===== config.mk =====
export PLATFORM = sky130hd
export DESIGN_NAME = bgpix_shifter
export DESIGN_NICKNAME = d
export VERILOG_FILES = /design/src/rtl/bgpix_shifter_pkg.sv /design/src/rtl/bgpix_plane_sr.sv /design/src/rtl/bgpix_attr_sr.sv /design/src/rtl/bgpix_shifter.sv
export SDC_FILE = /design/constraint.sdc
export NUM_CORES = 1
export LEC_CHECK = 0
export BUFFER_PORTS_ARGS = -buffer_cell sky130_fd_sc_hd__buf_2
export CAP_MARGIN = 0
export CORE_MARGIN = 2
export CORE_UTILIZATION = 35
export CTS_CLUSTER_SIZE = 12
export DETAILED_ROUTE_END_ITERATION = 8
export SYNTH_ARGS = -nofsm -noshare
export SYNTH_HDL_FRONTEND = slang
export SYNTH_SLANG_ARGS = --single-unit

===== constraint.sdc =====
create_clock -name clk -period 2 [get_ports clk]
set_input_delay 0.1 -clock clk [delete_from_list [all_inputs] [get_ports clk]]
set_output_delay 0.1 -clock clk [all_outputs]
set_load 0.03 [all_outputs]

===== src/rtl/bgpix_shifter_pkg.sv =====
package bgpix_shifter_pkg;

    // Four-bit background index: palette select on top, pattern planes below.
    typedef struct packed {
        logic pal_hi;
        logic pal_lo;
        logic pat_hi;
        logic pat_lo;
    } bg_index_t;

endpackage


===== src/rtl/bgpix_plane_sr.sv =====
module bgpix_plane_sr #(
    parameter int TILE_W = 8
) (
    input  logic                  clk,
    input  logic                  rst,
    input  logic                  pix_en,
    input  logic                  load,
    input  logic [TILE_W-1:0]     byte_in,
    output logic [2*TILE_W-1:0]   sr
);
    localparam int SR_W = 2 * TILE_W;

    logic [SR_W-1:0]   sr_q;
    logic [TILE_W-1:0] flipped;

    // Leftmost pixel (byte MSB) must reach bit 0 first.
    for (genvar i = 0; i < TILE_W; i++) begin : g_flip
        assign flipped[i] = byte_in[TILE_W-1-i];
    end

    always_ff @(posedge clk) begin
        if (rst) begin
            sr_q <= '0;
        end else if (pix_en) begin
            if (load) begin
                sr_q <= {flipped, sr_q[TILE_W:1]};
            end else begin
                sr_q <= {1'b0, sr_q[SR_W-1:1]};
            end
        end
    end

    assign sr = sr_q;
endmodule


===== src/rtl/bgpix_attr_sr.sv =====
module bgpix_attr_sr #(
    parameter int TILE_W = 8
) (
    input  logic              clk,
    input  logic              rst,
    input  logic              pix_en,
    input  logic              load,
    input  logic              sel_in,
    output logic [TILE_W-1:0] sr
);
    logic              hold_q;
    logic [TILE_W-1:0] sr_q;

    // The latch feeds the serial input; on a load edge the old value
    // still shifts in, so a new tile enters one enabled edge later.
    always_ff @(posedge clk) begin
        if (rst) begin
            hold_q <= 1'b0;
            sr_q   <= '0;
        end else if (pix_en) begin
            sr_q <= {hold_q, sr_q[TILE_W-1:1]};
            if (load) begin
                hold_q <= sel_in;
            end
        end
    end

    assign sr = sr_q;
endmodule


===== src/rtl/bgpix_shifter.sv =====
module bgpix_shifter
    import bgpix_shifter_pkg::*;
#(
    parameter int TILE_W = 8,
    localparam int TAP_W = $clog2(TILE_W),
    localparam int SR_W  = 2 * TILE_W
) (
    input  logic              clk,
    input  logic              rst,
    input  logic              pix_en,
    input  logic              load,
    input  logic [TILE_W-1:0] plane_lo,
    input  logic [TILE_W-1:0] plane_hi,
    input  logic [1:0]        attr,
    input  logic [TAP_W-1:0]  fine_x,
    output logic [3:0]        pix_idx
);
    logic [1:0][TILE_W-1:0] plane_bytes;
    logic [1:0][SR_W-1:0]   pat_sr;
    logic [1:0][TILE_W-1:0] at_sr;
    bg_index_t              idx;

    assign plane_bytes[0] = plane_lo;
    assign plane_bytes[1] = plane_hi;

    for (genvar g = 0; g < 2; g++) begin : g_lane
        bgpix_plane_sr #(.TILE_W(TILE_W)) u_plane (
            .clk     (clk),
            .rst     (rst),
            .pix_en  (pix_en),
            .load    (load),
            .byte_in (plane_bytes[g]),
            .sr      (pat_sr[g])
        );
        bgpix_attr_sr #(.TILE_W(TILE_W)) u_attr (
            .clk     (clk),
            .rst     (rst),
            .pix_en  (pix_en),
            .load    (load),
            .sel_in  (attr[g]),
            .sr      (at_sr[g])
        );
    end

    // Fine scroll is one shared tap on all four registers.
    always_comb begin
        idx.pal_hi = at_sr[1][fine_x];
        idx.pal_lo = at_sr[0][fine_x];
        idx.pat_hi = pat_sr[1][fine_x];
        idx.pat_lo = pat_sr[0][fine_x];
    end

    assign pix_idx = idx;
endmodule


==> results.json <==
{
  "slew_headroom": 0.657,
  "p_sw_frac": 0.212,
  "num_vias": 1433,
  "cts_tree": "built",
  "worstSetupPathType": "reg -> out",
  "clkTransAtPathRegs_ns": 0.08,
  "synth.top_cell.area_share": 0.465,
  "postRouteAntennaNets": 0,
  "antenna_found_initial": 0,
  "async_flop_share": 0,
  "drtIter0Drc": 66,
  "crit_chain": "mux4_1 -> mux2_2 -> buf_2",
  "hpwlAfterDp_mm": 2.47,
  "cap_violations": 0,
  "cts_buffers": 5,
  "post_synth.cell_area_avg_um2": 10.9,
  "syn_area_mm2": 0.00215,
  "io_buffers": 28,
  "grt_use_total": 0.123,
  "dieWidth_um": 82.4,
  "wl_met2_mm": 1.85,
  "io_pins": 29,
  "syn-num-nets": 223,
  "grt_pass1_wl_mm": 6.32,
  "post_route_cells_drive_above_1_share": 0.202,
  "wl_mm": 3.79,
  "top_layer_used": "met4",
  "cts_resized": 0,
  "ys_types": 14,
  "coreArea_mm2": 0.00592,
  "timing.final.crit_share": 0.847,
  "yosysMostFrequentCell": "dfxtp_1",
  "hold_class": "in -> reg",
  "initial_core_util": 0.363,
  "critical_path.max_fanout": 3,
  "clock_sinks": 50,
  "first_global_vias": 1371,
  "hold_buffers": 0,
  "syn2layout_area_growth_pct": 14.4,
  "tightest_slew_ns": 0.514,
  "synth_flop_cell": "dfxtp_1",
  "multiInputGateArea_mm2": 0.00107,
  "num_rows": 28,
  "ys_seq_area_frac": 0.465,
  "worst-endpoint-arrival_ns": 1.59,
  "rsz0062_at_grt": "no",
  "placed_area_mm2": 0.00235,
  "cts_max_path_buffers": 2,
  "irDropWorstVdd_uv": 330,
  "leakage_nw": 1.11,
  "max_freq_ghz": 0.590,
  "antennaDiodeCount": 0,
  "skew_ns": 0.00589,
  "fp.dieArea_mm2": 0.00679,
  "synth_seq_cells": 50,
  "n_fill_cell": 581,
  "cp-end-kind": "primary output",
  "status": "completed",
  "pwr-share-seq": 0.544,
  "grt_max_degree": 51,
  "setup_tns_ns": 0,
  "nets": 243,
  "wl_per_cell_um": 12.9,
  "route.detailed.drc": 0,
  "dr.pass1.iters": 5,
  "whs_ns": 0.0669,
  "setup-violations-final": 0,
  "syn_inst": 198,
  "htreeDepth": 2,
  "period_minus_slack_ns": 1.69,
  "drt-vias-per-instance": 4.89,
  "slowest_stage": "mux4_1",
  "finalHoldViolations": 0,
  "yosys_warnings": 0,
  "ys_top_cells_by_count": "dfxtp_1, mux2i_1, nor2_1",
  "switching_power_w": 0.000404,
  "yosysTopAreaCell": "dfxtp_1",
  "cts-root-buf": "clkbuf_8",
  "dp_slack_ns": 0.526,
  "ys_top_cells_by_area": "dfxtp_1, mux2i_1, mux4_1",
  "pwr-share-clk": 0.368,
  "clk_latency_ns": 0.29,
  "postCtsSetupBuffers": 0,
  "grt_overflow_total": 0,
  "routabilityCongestion": 0.735,
  "regArea_mm2": 0.00100,
  "worstPathRequired_ns": 1.90,
  "max_stage_delay_ns": 0.50,
  "die_height_um": 82.4,
  "p_per_area_mw_per_mm2": 775,
  "cp-start-kind": "flop",
  "combPwrFrac": 0.088,
  "final_max_slew_viol_count": 0,
  "setup_ws_ns": 0.306,
  "p_int_w": 0.00150,
  "wl_met1_mm": 1.76,
  "final_area_mm2": 0.00246,
  "wl_met3_um": 116,
  "synth-edff-count": 0
}
cells by family after synthesis:
family / Yosys count / share of synthesized area
muxes: 58 / 0.333
and+or+nand+nor: 52 / 0.0954
AOI/OAI and AO/OA: 20 / 0.0675
DFF: 50 / 0.465
buffers and inverters: 18 / 0.0390
critical path, delay by kind of cell, from the launching register on:
kind	cells	cell delay (ns)
muxes	2	0.78
DFF	1	0.34
buffers and inverters	1	0.18
routing by layer:
layer / global-route usage / up-vias
met5: 0 / -
met4: 0.0500 / 0
met3: 0.0348 / 5
met2: 0.210 / 16
met1: 0.145 / 670
li1: - / 742
state kept, by name, summed over array words and instances (netlist names):
register / count
g_lane.u_plane.sr: 32
g_lane.u_attr.sr: 16
g_lane.u_attr.hold_q: 2
final timing paths:
path | start | end | slack (ns) | cells after the start
worst min register to register | g_lane[1].u_plane.sr[15]$_SDFFE_PP0P_ | g_lane[1].u_plane.sr[15]$_SDFFE_PP0P_ | 0.48 | 2
worst min-delay path | attr[0] | g_lane[0].u_attr.hold_q$_SDFFE_PP0P_ | 0.07 | 3
worst max-delay path | g_lane[0].u_attr.sr[4]$_SDFFE_PP0P_ | pix_idx[2] | 0.31 | 3
worst max register to register | g_lane[0].u_plane.sr[10]$_SDFFE_PP0P_ | g_lane[0].u_plane.sr[9]$_SDFFE_PP0P_ | 1.25 | 2
metrics by stage:
step	util	instances	total power [W]
finish	0.416	293	0.00191
CTS	0.416	293	0.00194
detailed placement	0.397	286	0.00123
global route	0.416	293	0.00200
floorplan	-	198	0.00118
global placement	0.397	286	0.00123
power groups by stage:
stage,sequential [W],clock (W),combinational (W)
4_1_cts,0.00104,0.000734,0.000170
5_1_grt,0.00104,0.000774,0.000185
6_report,0.00104,0.000702,0.000168
3_5_place_dp,0.00106,0,0.000170
2_1_floorplan,0.00106,0,0.000125
3_3_place_gp,0.00106,0,0.000167
area by class of cell:
| class | instances | area share |
|---|---|---|
| repair buffers | 31 | 0.0763 |
| flip-flops and latches | 50 | 0.407 |
| well taps | 75 | 0.0381 |
| clock buffers | 6 | 0.0336 |
| multi-input cells | 130 | 0.433 |
| clock inverters | 1 | 0.0122 |
cell usage in the layout, fill, tap and decap left out:
master	count
dfxtp_1	50
mux2i_1	46
nor2_1	46
buf_2	28
a211oi_1	14
mux4_1	8
clkbuf_8	6
mux2_2	4
nand3_1	4
a21oi_1	4
nand2b_1	2
a21bo_2	2
buf_12	2
bufinv_16	1
buf_4	1
No activity file was read; power rests on OpenSTA's default activity.
